<file path="config.mk">
export PLATFORM = sky130hd
export DESIGN_NAME = xmem_stretch_seq
export DESIGN_NICKNAME = d
export VERILOG_FILES = /design/src/rtl/xs_pkg.sv /design/src/rtl/xs_cfg_reg.sv /design/src/rtl/xs_len_calc.sv /design/src/rtl/xs_seq.sv /design/src/rtl/xmem_stretch_seq.sv
export SDC_FILE = /design/constraint.sdc
export NUM_CORES = 1
export LEC_CHECK = 0
export ABC_AREA = 1
export BUFFER_PORTS_ARGS = -buffer_cell sky130_fd_sc_hd__buf_4
export CAP_MARGIN = 0
export CORE_MARGIN = 4
export CORE_UTILIZATION = 40
export DETAILED_ROUTE_END_ITERATION = 10
export GPL_ROUTABILITY_DRIVEN = 0
export GPL_TIMING_DRIVEN = 0
export RECOVER_POWER = 50
export SKIP_CTS_REPAIR_TIMING = 1
export SLEW_MARGIN = 5
export SYNTH_ARGS = -nofsm -noshare
export SYNTH_HDL_FRONTEND = slang
export SYNTH_SLANG_ARGS = --single-unit
</file>
<file path="constraint.sdc">
create_clock -name clk -period 2.26 [get_ports clk]
set_input_delay 0.678 -clock clk [delete_from_list [all_inputs] [get_ports clk]]
set_output_delay 0.678 -clock clk [all_outputs]
set_load 0.03 [all_outputs]
</file>
<file path="src/rtl/xs_pkg.sv">
package xs_pkg;

   typedef enum logic {
      XS_DIR_READ  = 1'b0,
      XS_DIR_WRITE = 1'b1
   } xs_dir_e;

   // Longest access in machine cycles for a given base and stretch width
   function automatic int xs_max_len(input int base, input int sw);
      return base + (1 << sw) - 1;
   endfunction

endpackage

</file>
<file path="src/rtl/xs_cfg_reg.sv">
module xs_cfg_reg #(
   parameter int STRETCH_W   = 3,
   parameter int STRETCH_RST = 1
) (
   input  logic                 clk,
   input  logic                 rst_n,
   input  logic                 load,
   input  logic [STRETCH_W-1:0] value,
   output logic [STRETCH_W-1:0] stretch_q
);

   localparam logic [STRETCH_W-1:0] RST_VAL = STRETCH_W'(STRETCH_RST);

   always_ff @(posedge clk) begin
      if (!rst_n)
         stretch_q <= RST_VAL;
      else if (load)
         stretch_q <= value;
   end

   // Setting changes only through a load
   p_hold_setting_r8: assert property (@(posedge clk) disable iff (!rst_n)
      !load |=> $stable(stretch_q));

endmodule

</file>
<file path="src/rtl/xs_len_calc.sv">
module xs_len_calc #(
   parameter int STRETCH_W     = 3,
   parameter int BASE_CYCLES   = 2,
   parameter int CNT_W         = 4,
   parameter bit ONCHIP_BYPASS = 1'b1
) (
   input  logic [STRETCH_W-1:0] stretch,
   input  logic                 onchip,
   output logic [CNT_W-1:0]     len
);

   localparam logic [CNT_W-1:0] BASE_LEN = CNT_W'(BASE_CYCLES);

   logic [CNT_W-1:0] stretched;
   assign stretched = BASE_LEN + CNT_W'(stretch);

   generate
      if (ONCHIP_BYPASS) begin : g_bypass
         assign len = onchip ? BASE_LEN : stretched;
      end else begin : g_always_stretch
         logic unused_onchip;
         assign unused_onchip = onchip;
         assign len = stretched;
      end
   endgenerate

endmodule

</file>
<file path="src/rtl/xs_seq.sv">
module xs_seq
   import xs_pkg::*;
#(
   parameter int CNT_W = 4
) (
   input  logic             clk,
   input  logic             rst_n,
   input  logic             start,
   input  xs_dir_e          dir_in,
   input  logic [CNT_W-1:0] len_in,
   input  logic             tick,
   output logic             busy,
   output logic             strobe_on,
   output xs_dir_e          dir_q,
   output logic             done
);

   logic [CNT_W-1:0] cnt_q;
   logic [CNT_W-1:0] len_q;
   logic             last_mc;

   assign last_mc = (cnt_q == len_q - CNT_W'(1));

   always_ff @(posedge clk) begin
      if (!rst_n) begin
         busy      <= 1'b0;
         strobe_on <= 1'b0;
         dir_q     <= XS_DIR_READ;
         cnt_q     <= '0;
         len_q     <= '0;
         done      <= 1'b0;
      end else begin
         done <= 1'b0;
         if (!busy) begin
            if (start) begin
               busy      <= 1'b1;
               strobe_on <= 1'b0;
               dir_q     <= dir_in;
               cnt_q     <= '0;
               len_q     <= len_in;
            end
         end else if (tick) begin
            if (last_mc) begin
               busy      <= 1'b0;
               strobe_on <= 1'b0;
               done      <= 1'b1;
            end else begin
               cnt_q     <= cnt_q + CNT_W'(1);
               strobe_on <= 1'b1;
            end
         end
      end
   end

   p_cnt_in_range_r2: assert property (@(posedge clk) disable iff (!rst_n)
      busy |-> (cnt_q < len_q));

   p_done_one_clock_r6: assert property (@(posedge clk) disable iff (!rst_n)
      done |=> !done);

   p_done_when_idle_r6: assert property (@(posedge clk) disable iff (!rst_n)
      done |-> (!busy && !strobe_on));

   p_start_ignored_r7: assert property (@(posedge clk) disable iff (!rst_n)
      (busy && !tick) |=> ($stable(cnt_q) && $stable(len_q) && $stable(dir_q) && busy));

   p_dir_held_r4: assert property (@(posedge clk) disable iff (!rst_n)
      (busy && !$past(!busy)) |-> $stable(dir_q));

endmodule

</file>
<file path="src/rtl/xmem_stretch_seq.sv">
module xmem_stretch_seq
   import xs_pkg::*;
#(
   parameter int STRETCH_W     = 3,
   parameter int BASE_CYCLES   = 2,
   parameter int STRETCH_RST   = 1,
   parameter bit ONCHIP_BYPASS = 1'b1
) (
   input  logic                 clk,
   input  logic                 rst_n,
   input  logic                 cfg_load,
   input  logic [STRETCH_W-1:0] cfg_stretch,
   input  logic                 acc_start,
   input  logic                 acc_write,
   input  logic                 acc_onchip,
   input  logic                 mc_tick,
   output logic                 rd_n,
   output logic                 wr_n,
   output logic                 acc_done
);

   localparam int MAX_LEN = xs_max_len(BASE_CYCLES, STRETCH_W);
   localparam int CNT_W   = $clog2(MAX_LEN + 1);

   generate
      if (STRETCH_W < 1 || STRETCH_W > 8) begin : g_bad_width
         $error("stretch width out of range");
      end
      if (BASE_CYCLES < 2) begin : g_bad_base
         $error("base length must be at least two machine cycles");
      end
      if (STRETCH_RST < 0 || STRETCH_RST >= (1 << STRETCH_W)) begin : g_bad_rst
         $error("stretch reset value does not fit the field");
      end
   endgenerate

   logic [STRETCH_W-1:0] stretch_q;
   logic [CNT_W-1:0]     len_new;
   logic                 busy;
   logic                 strobe_on;
   xs_dir_e              dir_q;
   xs_dir_e              dir_in;

   assign dir_in = acc_write ? XS_DIR_WRITE : XS_DIR_READ;

   xs_cfg_reg #(
      .STRETCH_W  (STRETCH_W),
      .STRETCH_RST(STRETCH_RST)
   ) u_cfg (
      .clk      (clk),
      .rst_n    (rst_n),
      .load     (cfg_load),
      .value    (cfg_stretch),
      .stretch_q(stretch_q)
   );

   xs_len_calc #(
      .STRETCH_W    (STRETCH_W),
      .BASE_CYCLES  (BASE_CYCLES),
      .CNT_W        (CNT_W),
      .ONCHIP_BYPASS(ONCHIP_BYPASS)
   ) u_len (
      .stretch(stretch_q),
      .onchip (acc_onchip),
      .len    (len_new)
   );

   xs_seq #(
      .CNT_W(CNT_W)
   ) u_seq (
      .clk      (clk),
      .rst_n    (rst_n),
      .start    (acc_start),
      .dir_in   (dir_in),
      .len_in   (len_new),
      .tick     (mc_tick),
      .busy     (busy),
      .strobe_on(strobe_on),
      .dir_q    (dir_q),
      .done     (acc_done)
   );

   assign rd_n = ~(strobe_on && (dir_q == XS_DIR_READ));
   assign wr_n = ~(strobe_on && (dir_q == XS_DIR_WRITE));

   p_one_strobe_r4: assert property (@(posedge clk) disable iff (!rst_n)
      !(!rd_n && !wr_n));

   p_strobe_on_tick_r5: assert property (@(posedge clk) disable iff (!rst_n)
      !mc_tick |=> ($stable(rd_n) && $stable(wr_n)));

   p_strobe_needs_busy_r5: assert property (@(posedge clk) disable iff (!rst_n)
      (!rd_n || !wr_n) |-> busy);

endmodule

</file>
==> metrics.txt, run 1 <==
# TYPE chip_impl_metric gauge
chip_impl_info{name="status",value="complete, no violations"} 1
chip_impl_metric{name="sequential_cell_area",unit="sq um"} 300.3
chip_impl_metric{name="placement.setup.worst_slack",unit="ns"} 0.6038
chip_impl_metric{name="rows",unit=""} 15
chip_impl_metric{name="met3_length",unit="microns"} 41
chip_impl_metric{name="clock_path_buffers",unit=""} 2
chip_impl_metric{name="worstMarginPinSlew",unit="ns"} 0.3907
chip_impl_metric{name="flow.area_growth_from_synthesis",unit="%"} 19.33
chip_impl_metric{name="synth-seq-area-share",unit="%"} 40.34
chip_impl_info{name="layout_common_cells",value="21 x sky130_fd_sc_hd__nand2_1, 15 x sky130_fd_sc_hd__dfxtp_1, 14 x sky130_fd_sc_hd__nor2_1"} 1
chip_impl_metric{name="power_density",unit="mW/mm^2"} 589.6
chip_impl_metric{name="detail_route.iter0.violations",unit=""} 8
chip_impl_metric{name="antenna_violating_nets_post_route",unit=""} 0
chip_impl_metric{name="initial_core_util",unit="%"} 42.65
chip_impl_metric{name="wl_met2",unit="microns"} 723
chip_impl_metric{name="fin_crit_sh",unit="%"} 79.44
chip_impl_metric{name="floorplan.die.width",unit="microns"} 51.14
chip_impl_metric{name="power",unit="mW"} 0.5238
chip_impl_metric{name="syn_area_per_cell",unit="sq um"} 7.158
chip_impl_metric{name="fin_setup_tns",unit="ns"} 0
chip_impl_metric{name="synthesis.yosys.warnings",unit=""} 0
chip_impl_info{name="dominantRegCellSynth",value="sky130_fd_sc_hd__dfxtp_1"} 1
chip_impl_metric{name="post-dp-hpwl",unit="mm"} 1.198
chip_impl_info{name="root_buffer",value="sky130_fd_sc_hd__clkbuf_4"} 1
chip_impl_metric{name="n_antenna_cell",unit=""} 0
chip_impl_info{name="timing.hold.worst.class",value="register to register"} 1
chip_impl_metric{name="final_nets",unit=""} 134
chip_impl_metric{name="synth_enable_flop_cells",unit=""} 0
chip_impl_metric{name="netlist-cell-type-count",unit=""} 21
chip_impl_metric{name="grt_pass1_wl",unit="mm"} 2.718
chip_impl_metric{name="port_buffers",unit=""} 12
chip_impl_metric{name="timing.max_slew.rel_slack",unit="%"} 73.95
chip_impl_metric{name="timing_hold_violations_final",unit=""} 0
chip_impl_metric{name="footprint_of_the_multi_input_gates",unit="sq um"} 380.4
chip_impl_metric{name="via_count_of_the_first_global_routing_pass",unit=""} 689
chip_impl_metric{name="fp.dieArea",unit="sq mm"} 0.002615
chip_impl_metric{name="timing.critical_path.arrival",unit="ns"} 1.12
chip_impl_metric{name="report.final.setup_viol",unit=""} 0
chip_impl_metric{name="postSynth.asyncResetShare",unit="%"} 0
chip_impl_metric{name="worstSkewPairLatency",unit="ns"} 0.29
chip_impl_metric{name="antenna_found_initial",unit=""} 0
chip_impl_metric{name="tritoncts.num_buffers",unit=""} 3
chip_impl_metric{name="grt_max_degree",unit=""} 11
chip_impl_metric{name="wl_met1",unit="microns"} 719
chip_impl_info{name="kind_of_start_point_of_the_critical_path",value="register"} 1
chip_impl_metric{name="syn-num-nets",unit=""} 117
chip_impl_info{name="route.top_layer_used",value="met4"} 1
chip_impl_metric{name="upper_clock_frequency_limit",unit="MHz"} 557.0
chip_impl_info{name="layout_commonest_cell",value="sky130_fd_sc_hd__nand2_1"} 1
chip_impl_metric{name="layout.filler_cells",unit=""} 188
chip_impl_metric{name="ctsHtreeMaxLevel",unit=""} 1
chip_impl_info{name="clock_tree_from_tritoncts",value="done"} 1
chip_impl_metric{name="dieHeight",unit="microns"} 51.14
chip_impl_metric{name="flop_and_latch_count_out_of_synthesis",unit=""} 15
chip_impl_info{name="rsz0062_at_grt",value="no"} 1
chip_impl_metric{name="fin_ws",unit="ns"} 0.4647
chip_impl_metric{name="critical_path_peak_fanout",unit=""} 2
chip_impl_metric{name="p_leak",unit="nW"} 0.4121
chip_impl_metric{name="core_area",unit="sq mm"} 0.001745
chip_impl_metric{name="clk_transition_reported_paths",unit="ns"} 0.10
chip_impl_metric{name="final_layout_size_suffix_gt1_share",unit="%"} 17.50
chip_impl_metric{name="final.setup_skew",unit="ns"} 0.01089
chip_impl_metric{name="wl_per_cell",unit="microns"} 10.49
chip_impl_metric{name="syn_inst",unit=""} 104
chip_impl_metric{name="routed-via-count",unit=""} 667
chip_impl_metric{name="report.final.slew_viol_count",unit=""} 0
chip_impl_metric{name="avgViaCountPerCell",unit=""} 4.600
chip_impl_metric{name="global_route.usage.total",unit="%"} 13.86
chip_impl_metric{name="required",unit="ns"} 1.58
chip_impl_metric{name="gr-total-overflow",unit=""} 0
chip_impl_metric{name="io_pins",unit=""} 13
chip_impl_info{name="cp-end-kind",value="primary output"} 1
chip_impl_info{name="startpoint_to_endpoint_class_of_the_critical_path",value="register to primary output"} 1
chip_impl_metric{name="ir_drop",unit="mV"} 0.3852
chip_impl_metric{name="max_cap_viol_count",unit=""} 0
chip_impl_metric{name="min_tclk_post_route",unit="ns"} 1.795
chip_impl_metric{name="synth_area",unit="sq um"} 744.5
chip_impl_metric{name="first_pass_iters",unit=""} 4
chip_impl_metric{name="detail_route.drc_violations",unit=""} 0
chip_impl_metric{name="final_core_utilization",unit="%"} 50.90
chip_impl_metric{name="cts_num_sinks",unit=""} 15
chip_impl_metric{name="drt_wl_total",unit="mm"} 1.521
power by group:
part	internal, mW	switching (mW)
Clock	0.0673	0.0916
Sequential	0.276	0.00835
Combinational	0.0330	0.0472
Total	0.377	0.147
stage by stage:
step / cells / hold slack [ns] / area (sq um)
3_3_place_gp: 141 / 0.4579 / 865.8
6_report: 145 / 0.4864 / 888.4
4_1_cts: 145 / 0.4914 / 895.9
5_1_grt: 145 / 0.5086 / 888.4
3_5_place_dp: 141 / 0.4676 / 865.8
2_1_floorplan: 104 / 0.4297 / 744.5
Yosys cell counts, types with 2 or more instances:
master / number / share of area [%]
sky130_fd_sc_hd__inv_2: 3 / 1.5
sky130_fd_sc_hd__a21oi_1: 3 / 2.0
sky130_fd_sc_hd__o21ai_0: 5 / 3.4
sky130_fd_sc_hd__xor2_1: 3 / 3.5
sky130_fd_sc_hd__nand2_2: 3 / 2.5
sky130_fd_sc_hd__nand2_1: 21 / 11
sky130_fd_sc_hd__inv_1: 12 / 6.0
sky130_fd_sc_hd__nand3_1: 11 / 7.4
sky130_fd_sc_hd__dfxtp_1: 15 / 40
sky130_fd_sc_hd__nor2_1: 14 / 7.1
sky130_fd_sc_hd__ha_1: 3 / 5.0
sky130_fd_sc_hd__xnor2_1: 2 / 2.4
kinds of logic after synthesis:
| logic type | Yosys count | share of synthesized area (%) |
|---|---|---|
| AND/OR/NAND/NOR | 52 | 30.76 |
| buffers and inverters | 17 | 8.570 |
| flip-flops | 15 | 40.34 |
| AO/OA/AOI/OAI | 12 | 9.411 |
| XOR/XNOR | 5 | 5.883 |
| adder cells (fa/ha/maj) | 3 | 5.043 |
layout make-up:
class / instances / area share, %
clock buffers: 3 / 2.535
well taps: 25 / 3.521
repair buffers: 12 / 9.296
plain buffers: 1 / 0.4225
inverters: 16 / 6.761
multi-input cells: 72 / 42.82
clock inverters: 1 / 0.8451
flip-flops and latches: 15 / 33.80
layer usage:
metal	GRT usage [%]	vias to the layer above
met3	2.624	4
li1	-	362
met4	8.072	0
met1	16.52	291
met2	22.96	10
met5	0	-
sequential cells by signal, summed over array words and instances (netlist names):
register,flops
u_seq.cnt_q,4
u_seq.busy,1
u_seq.len_q,4
u_seq.done,1
u_seq.strobe_on,1
u_seq.dir_q,1
u_cfg.stretch_q,3
path summary, 6_finish.rpt:
| kind | start | end | slack (ns) | depth (start not counted) |
|---|---|---|---|---|
| worst max-delay path | u_seq.strobe_on | rd_n | 0.46 | 3 |
| worst min register to register | u_cfg.stretch_q[0] | u_cfg.stretch_q[0] | 0.49 | 2 |
| worst min-delay path | u_cfg.stretch_q[0] | u_cfg.stretch_q[0] | 0.49 | 2 |
| worst max register to register | u_seq.len_q[0] | u_seq.cnt_q[2] | 0.56 | 12 |
critical path: stages, from the launching register on:
cell                      delay, ns
sky130_fd_sc_hd__dfxtp_1       0.34
sky130_fd_sc_hd__inv_1         0.05
sky130_fd_sc_hd__or2_2         0.26
sky130_fd_sc_hd__buf_4         0.17
(Power assumes the default switching activity.)
==> inputs of run 2 (changes only) <==
clock period = 1.6 ns   (was 2.26 ns; I/O delays follow)
==> run 2 against run 1 <==
  * Total power grew 46%
  * Global-route usage did not move
  * First-iteration DRC count up 38%
  * Critical path depth is the same
  * Sequential share of layout area fell by 2.5 points
  * Largest cell class unchanged
==> metrics.txt, run 2 (synthesis gave the netlist of run 1 again) <==
# TYPE chip_impl_metric gauge
chip_impl_metric{name="p_leak",unit="nW"} 0.4468
chip_impl_metric{name="power_density",unit="mW/mm^2"} 788.8
chip_impl_metric{name="fin_crit_sh",unit="%"} 94.27
chip_impl_metric{name="post-dp-hpwl",unit="mm"} 1.198
chip_impl_metric{name="max_cap_viol_count",unit=""} 0
chip_impl_metric{name="final_layout_size_suffix_gt1_share",unit="%"} 33.33
chip_impl_info{name="timing.hold.worst.class",value="input port to register"} 1
chip_impl_metric{name="grt_pass1_wl",unit="mm"} 2.718
chip_impl_metric{name="floorplan.die.width",unit="microns"} 51.14
chip_impl_info{name="family_with_the_most_delay_on_the_worst_path",value="flip-flops"} 1
chip_impl_metric{name="fp.dieArea",unit="sq mm"} 0.002615
chip_impl_info{name="crit_path_cell_trace",value="inv_1 > or2_4 > buf_6"} 1
chip_impl_metric{name="pwr-share-clk",unit="%"} 29.2
chip_impl_metric{name="timing.critical_path.buf_inv",unit=""} 2
chip_impl_metric{name="timing.max_slew.rel_slack",unit="%"} 73.57
chip_impl_metric{name="rows",unit=""} 15
chip_impl_metric{name="power",unit="mW"} 0.7658
chip_impl_metric{name="report.final.setup_viol",unit=""} 0
chip_impl_metric{name="initial_core_util",unit="%"} 42.65
chip_impl_metric{name="fin_setup_tns",unit="ns"} 0
chip_impl_info{name="startpoint_to_endpoint_class_of_the_critical_path",value="register to primary output"} 1
chip_impl_metric{name="clock_path_buffers",unit=""} 2
chip_impl_metric{name="io_pins",unit=""} 13
chip_impl_metric{name="min_tclk_post_route",unit="ns"} 1.508
chip_impl_metric{name="ctsHtreeMaxLevel",unit=""} 1
chip_impl_info{name="cp-end-kind",value="primary output"} 1
chip_impl_info{name="root_buffer",value="sky130_fd_sc_hd__clkbuf_4"} 1
chip_impl_metric{name="cell_internal_pwr",unit="mW"} 0.5465
chip_impl_metric{name="port_buffers",unit=""} 12
chip_impl_metric{name="core_area",unit="sq mm"} 0.001745
chip_impl_metric{name="part_of_the_total_power_dissipated_in_combinational_logic",unit="%"} 17.9
chip_impl_info{name="kind_of_start_point_of_the_critical_path",value="register"} 1
chip_impl_metric{name="avgViaCountPerCell",unit=""} 4.628
chip_impl_metric{name="drt_wl_total",unit="mm"} 1.613
chip_impl_metric{name="layout.filler_cells",unit=""} 183
chip_impl_metric{name="final_nets",unit=""} 137
chip_impl_info{name="clock_tree_from_tritoncts",value="done"} 1
chip_impl_metric{name="final.setup_skew",unit="ns"} 0.008978
chip_impl_metric{name="switching_share",unit="%"} 28.64
chip_impl_metric{name="antenna_found_initial",unit=""} 0
chip_impl_metric{name="detail_route.iter0.violations",unit=""} 11
chip_impl_metric{name="gr-total-overflow",unit=""} 0
chip_impl_metric{name="cts_num_sinks",unit=""} 15
chip_impl_metric{name="report.final.slew_viol_count",unit=""} 0
chip_impl_metric{name="worstSkewPairLatency",unit="ns"} 0.29
chip_impl_metric{name="routed-via-count",unit=""} 685
chip_impl_metric{name="antenna_violating_nets_post_route",unit=""} 0
chip_impl_metric{name="grt_max_degree",unit=""} 11
chip_impl_info{name="worst_path_max_delay_cell",value="sky130_fd_sc_hd__dfxtp_2"} 1
chip_impl_metric{name="n_antenna_cell",unit=""} 0
chip_impl_metric{name="tritoncts.num_buffers",unit=""} 3
chip_impl_metric{name="worstMarginPinSlew",unit="ns"} 0.3964
chip_impl_metric{name="flop_pwr_share",unit="%"} 52.8
chip_impl_metric{name="clk_transition_reported_paths",unit="ns"} 0.10
chip_impl_metric{name="via_count_of_the_first_global_routing_pass",unit=""} 689
chip_impl_metric{name="flow.area_growth_from_synthesis",unit="%"} 30.42
chip_impl_metric{name="timing.reg2reg.setup_slack",unit="ns"} 0.10
chip_impl_metric{name="upper_clock_frequency_limit",unit="MHz"} 663.0
chip_impl_metric{name="placed_cells",unit=""} 141
chip_impl_metric{name="detail_route.drc_violations",unit=""} 0
chip_impl_metric{name="required",unit="ns"} 1.12
chip_impl_metric{name="dieHeight",unit="microns"} 51.14
chip_impl_info{name="layout_commonest_cell",value="sky130_fd_sc_hd__nand2_1"} 1
chip_impl_info{name="layout_common_cells",value="18 x sky130_fd_sc_hd__nand2_1, 13 x sky130_fd_sc_hd__nor2_1, 13 x sky130_fd_sc_hd__buf_4"} 1
chip_impl_info{name="biggest_registers_after_layout",value="u_seq.cnt_q: 4 flops, u_seq.len_q: 4 flops, u_cfg.stretch_q: 3 flops"} 1
chip_impl_metric{name="first_pass_iters",unit=""} 4
chip_impl_metric{name="global_route.usage.total",unit="%"} 13.86
chip_impl_info{name="status",value="complete, no violations"} 1
chip_impl_metric{name="wl_per_cell",unit="microns"} 10.90
chip_impl_metric{name="switching_power",unit="mW"} 0.2193
chip_impl_metric{name="finalNonFillerCells",unit=""} 148
chip_impl_metric{name="timing.critical_path.arrival",unit="ns"} 1.03
chip_impl_metric{name="critical_path_peak_fanout",unit=""} 2
chip_impl_metric{name="ir_drop",unit="mV"} 0.5322
chip_impl_metric{name="timing_hold_violations_final",unit=""} 0
chip_impl_metric{name="critPathMaxStageDelay",unit="ns"} 0.34
run 2: final timing paths:
check / start / to / depth (start not counted)
worst max register to register: u_seq.len_q[0] / u_seq.cnt_q[2] / 12
worst min-delay path: cfg_stretch[0] / u_cfg.stretch_q[0] / 3
worst max-delay path: u_seq.strobe_on / rd_n / 3
worst min register to register: u_cfg.stretch_q[0] / u_cfg.stretch_q[0] / 2
run 2: power groups by stage:
stage	Sequential, mW	Combinational, mW	Clock (mW)
2_1_floorplan	0.408	0.0775	0
3_3_place_gp	0.411	0.113	0
3_5_place_dp	0.411	0.115	0
4_1_cts	0.402	0.116	0.233
5_1_grt	0.407	0.158	0.249
6_report	0.405	0.137	0.224
run 2: tightest hold or removal path: stages:
cell	delay, ns
sky130_fd_sc_hd__buf_4	0.07
sky130_fd_sc_hd__nand2_1	0.05
sky130_fd_sc_hd__nand3_1	0.07
run 2: through the flow:
step	hold slack [ns]	cell area (sq um)	utilization, %	setup WS [ns]
CTS	0.4038	895.9	51.33	-0.08947
detailed placement	0.4676	865.8	49.61	-0.05619
global placement	0.4579	865.8	49.61	-0.03964
global route	0.4115	970.9	55.63	-0.006723
floorplan	0.4297	744.5	-	0.1027
finish	0.4103	970.9	55.63	0.09162
run 2: cell type report:
| cell class | instances | area, sq um | area share [%] |
|---|---|---|---|
| Multi-Input combinational cell | 72 | 426.7 | 43.94 |
| Sequential cell | 15 | 304.0 | 31.31 |
| Timing Repair Buffer | 15 | 112.6 | 11.60 |
| Inverter | 16 | 62.56 | 6.443 |
| Tap cell | 25 | 31.28 | 3.222 |
| Clock buffer | 3 | 22.52 | 2.320 |
| Clock inverter | 1 | 7.507 | 0.7732 |
| Buffer | 1 | 3.754 | 0.3866 |
run 2: metal layers:
layer,vias to the layer above,GRT usage (%),wire length (microns)
met5,-,0,0
met4,0,8.072,17
li1,366,-,-
met2,14,22.96,801
met1,303,16.52,741
met3,2,2.624,52
==> inputs of run 3 (changes only) <==
==> constraint.sdc (replaced) <==
create_clock -name clk -period 1.6 [get_ports clk]
set_input_delay 0.08 -clock clk [delete_from_list [all_inputs] [get_ports clk]]
set_output_delay 0.08 -clock clk [all_outputs]
set_load 0.03 [all_outputs]
==> run 3 against run 2 <==
  * Clock skew decreased by 0.00053 ns
  * Cell area fell by 1.5%
  * Critical path type is now register to register
  * First-iteration DRC count shrank 27%
  * Global-route usage is the same
  * Final cell count unchanged
  * Via count up 0.58%
  * Critical path depth rose by 9
  * Setup slack better by 0.0034 ns
  * Count of clock-buffer cells in the layout is the same
  * Largest power group unchanged
  * Sequential cell count is the same
  * Sequential share of layout area is 0.36 points higher
  * Largest cell class unchanged
  * Highest routed layer unchanged
  * Fmax rose by 0.23%
==> metrics.txt, run 3 (synthesis gave the netlist of run 1 again) <==
# TYPE chip_impl_metric gauge
chip_impl_metric{name="routed-via-count",unit=""} 689
chip_impl_metric{name="required",unit="ns"} 1.77
chip_impl_metric{name="first_pass_iters",unit=""} 4
chip_impl_metric{name="ctsHtreeMaxLevel",unit=""} 1
chip_impl_metric{name="tritoncts.num_buffers",unit=""} 3
chip_impl_metric{name="timing.reg2reg.setup_slack",unit="ns"} 0.1
chip_impl_metric{name="wl_per_cell",unit="microns"} 10.89
chip_impl_info{name="biggest_registers_after_layout",value="u_seq.cnt_q: 4 flops, u_seq.len_q: 4 flops, u_cfg.stretch_q: 3 flops"} 1
chip_impl_metric{name="reg2reg_depth",unit=""} 12
chip_impl_metric{name="post-dp-hpwl",unit="mm"} 1.198
chip_impl_metric{name="detail_route.drc_violations",unit=""} 0
chip_impl_info{name="root_buffer",value="sky130_fd_sc_hd__clkbuf_4"} 1
chip_impl_metric{name="timing.critical_path.arrival",unit="ns"} 1.68
chip_impl_metric{name="flow.area_growth_from_synthesis",unit="%"} 28.40
chip_impl_metric{name="dieHeight",unit="microns"} 51.14
chip_impl_metric{name="port_buffers",unit=""} 12
chip_impl_metric{name="report.final.slew_viol_count",unit=""} 0
chip_impl_metric{name="antenna_violating_nets_post_route",unit=""} 0
chip_impl_metric{name="fin_crit_sh",unit="%"} 94.06
chip_impl_info{name="status",value="complete, no violations"} 1
chip_impl_metric{name="drt_wl_total",unit="mm"} 1.611
chip_impl_metric{name="grt_pass1_wl",unit="mm"} 2.718
chip_impl_metric{name="timing.max_slew.rel_slack",unit="%"} 73.55
chip_impl_metric{name="max_cap_viol_count",unit=""} 0
chip_impl_info{name="capture_point_of_the_worst_reg_to_reg_path",value="u_seq.cnt_q[2]"} 1
chip_impl_metric{name="fp.dieArea",unit="sq mm"} 0.002615
chip_impl_metric{name="cts_num_sinks",unit=""} 15
chip_impl_metric{name="min_tclk_post_route",unit="ns"} 1.505
chip_impl_metric{name="finalNonFillerCells",unit=""} 148
chip_impl_metric{name="upper_clock_frequency_limit",unit="MHz"} 664.5
chip_impl_metric{name="final.setup_skew",unit="ns"} 0.008450
chip_impl_info{name="whs_endpoint",value="u_cfg.stretch_q[0]"} 1
chip_impl_info{name="cp-end-kind",value="register"} 1
chip_impl_metric{name="worstSkewPairLatency",unit="ns"} 0.28
chip_impl_metric{name="via_count_of_the_first_global_routing_pass",unit=""} 689
chip_impl_metric{name="final_layout_size_suffix_gt1_share",unit="%"} 30.89
chip_impl_metric{name="placement.setup.worst_slack",unit="ns"} -0.05619
chip_impl_metric{name="power_density",unit="mW/mm^2"} 798.2
chip_impl_metric{name="final_nets",unit=""} 137
chip_impl_info{name="layout_commonest_cell",value="sky130_fd_sc_hd__nand2_1"} 1
chip_impl_info{name="startpoint_to_endpoint_class_of_the_critical_path",value="register to register"} 1
chip_impl_metric{name="floorplan.die.width",unit="microns"} 51.14
chip_impl_metric{name="global_route.usage.total",unit="%"} 13.86
chip_impl_metric{name="hold_path_depth",unit=""} 3
chip_impl_info{name="timing.rr.start",value="u_seq.len_q[0]"} 1
chip_impl_metric{name="p_leak",unit="nW"} 0.4392
chip_impl_metric{name="detailed_place.area",unit="sq um"} 865.8
chip_impl_info{name="hold_path_startpoint",value="cfg_stretch[0]"} 1
chip_impl_info{name="timing.hold.worst.class",value="input port to register"} 1
chip_impl_metric{name="report.final.setup_viol",unit=""} 0
chip_impl_metric{name="fin_ws",unit="ns"} 0.09503
chip_impl_metric{name="timing_hold_violations_final",unit=""} 0
chip_impl_metric{name="avgViaCountPerCell",unit=""} 4.655
chip_impl_metric{name="io_pins",unit=""} 13
chip_impl_metric{name="clk_transition_reported_paths",unit="ns"} 0.10
chip_impl_metric{name="grt_max_degree",unit=""} 11
chip_impl_info{name="layout_common_cells",value="18 x sky130_fd_sc_hd__nand2_1, 13 x sky130_fd_sc_hd__nor2_1, 13 x sky130_fd_sc_hd__buf_4, 13 x sky130_fd_sc_hd__dfxtp_1"} 1
chip_impl_metric{name="ir_drop",unit="mV"} 0.5278
chip_impl_metric{name="core_area",unit="sq mm"} 0.001745
chip_impl_metric{name="antenna_found_initial",unit=""} 0
chip_impl_metric{name="fin_setup_tns",unit="ns"} 0
chip_impl_metric{name="gr-total-overflow",unit=""} 0
chip_impl_metric{name="rows",unit=""} 15
chip_impl_metric{name="fin_worst_hold_slack",unit="ns"} 0.01439
chip_impl_metric{name="worstMarginPinSlew",unit="ns"} 0.3968
chip_impl_metric{name="post-route-cell-area",unit="sq um"} 955.9
chip_impl_metric{name="initial_core_util",unit="%"} 42.65
chip_impl_info{name="clock_tree_from_tritoncts",value="done"} 1
chip_impl_info{name="kind_of_start_point_of_the_critical_path",value="register"} 1
chip_impl_metric{name="clock_path_buffers",unit=""} 2
chip_impl_metric{name="n_antenna_cell",unit=""} 0
chip_impl_metric{name="detail_route.iter0.violations",unit=""} 8
chip_impl_metric{name="critical_path_peak_fanout",unit=""} 5
chip_impl_metric{name="placed_cells",unit=""} 141
## run 3: cell count changes in the layout (fill, tap and decap cells not counted), sizes merged
cell	delta
clkbuf	+1
buf	-1
## run 3: worst max-delay path by stage
stage / start / cells after the start / to / slack, ns
finish: u_seq.len_q[0] / 12 / u_seq.cnt_q[2] / 0.1
global route: u_seq.len_q[1] / 12 / u_seq.cnt_q[2] / -0.006
CTS: u_seq.len_q[0] / 12 / u_seq.cnt_q[2] / -0.09
detailed placement: u_seq.len_q[0] / 12 / u_seq.cnt_q[2] / -0.06
global placement: u_seq.len_q[0] / 12 / u_seq.cnt_q[2] / -0.04
floorplan: u_seq.len_q[0] / 12 / u_seq.cnt_q[2] / 0.10
## run 3: area by class of cell
class,instances,area [sq um]
clock buffer,3,22.52
sequential,15,302.8
timing repair buffer,15,105.1
tap,25,31.28
buffer,1,3.754
clock inverter,1,7.507
inverter,16,62.56
fill,185,789.5
multi-input combinational,72,420.4
## run 3: metal layers
metal,GRT usage [%],vias up,share of wire (%)
met4,8.072,0,1.1
met2,22.96,10,50
met3,2.624,2,3.7
met5,0,-,0
met1,16.52,309,46
li1,-,368,-
## run 3: worst max-delay path, stage by stage, from the launching register on
cell and delay, ns:
sky130_fd_sc_hd__dfxtp_2 0.34, sky130_fd_sc_hd__inv_2 0.08, sky130_fd_sc_hd__ha_4 0.21, sky130_fd_sc_hd__nand2_2 0.07
sky130_fd_sc_hd__inv_2 0.03, sky130_fd_sc_hd__nor2_1 0.09, sky130_fd_sc_hd__nand2_1 0.07, sky130_fd_sc_hd__nor2_2 0.12
sky130_fd_sc_hd__nand2_2 0.10, sky130_fd_sc_hd__nand2_4 0.11, sky130_fd_sc_hd__nand2_4 0.08, sky130_fd_sc_hd__nand2_2 0.07
sky130_fd_sc_hd__a21oi_2 0.04
## run 3: report_power, final
group / leakage, nW / switching, mW / internal [mW]
clock: 0.0139 / 0.128 / 0.0949
sequential: 0.124 / 0.0131 / 0.391
combinational: 0.302 / 0.0769 / 0.0593
total: 0.439 / 0.218 / 0.545
## run 3: per-stage QoR
| stage | power (mW) | util, % |
|---|---|---|
| 2_1_floorplan | 0.4852 | - |
| 3_3_place_gp | 0.5231 | 49.61 |
| 3_5_place_dp | 0.5261 | 49.61 |
| 4_1_cts | 0.7519 | 51.33 |
| 5_1_grt | 0.8124 | 54.77 |
| 6_report | 0.7630 | 54.77 |
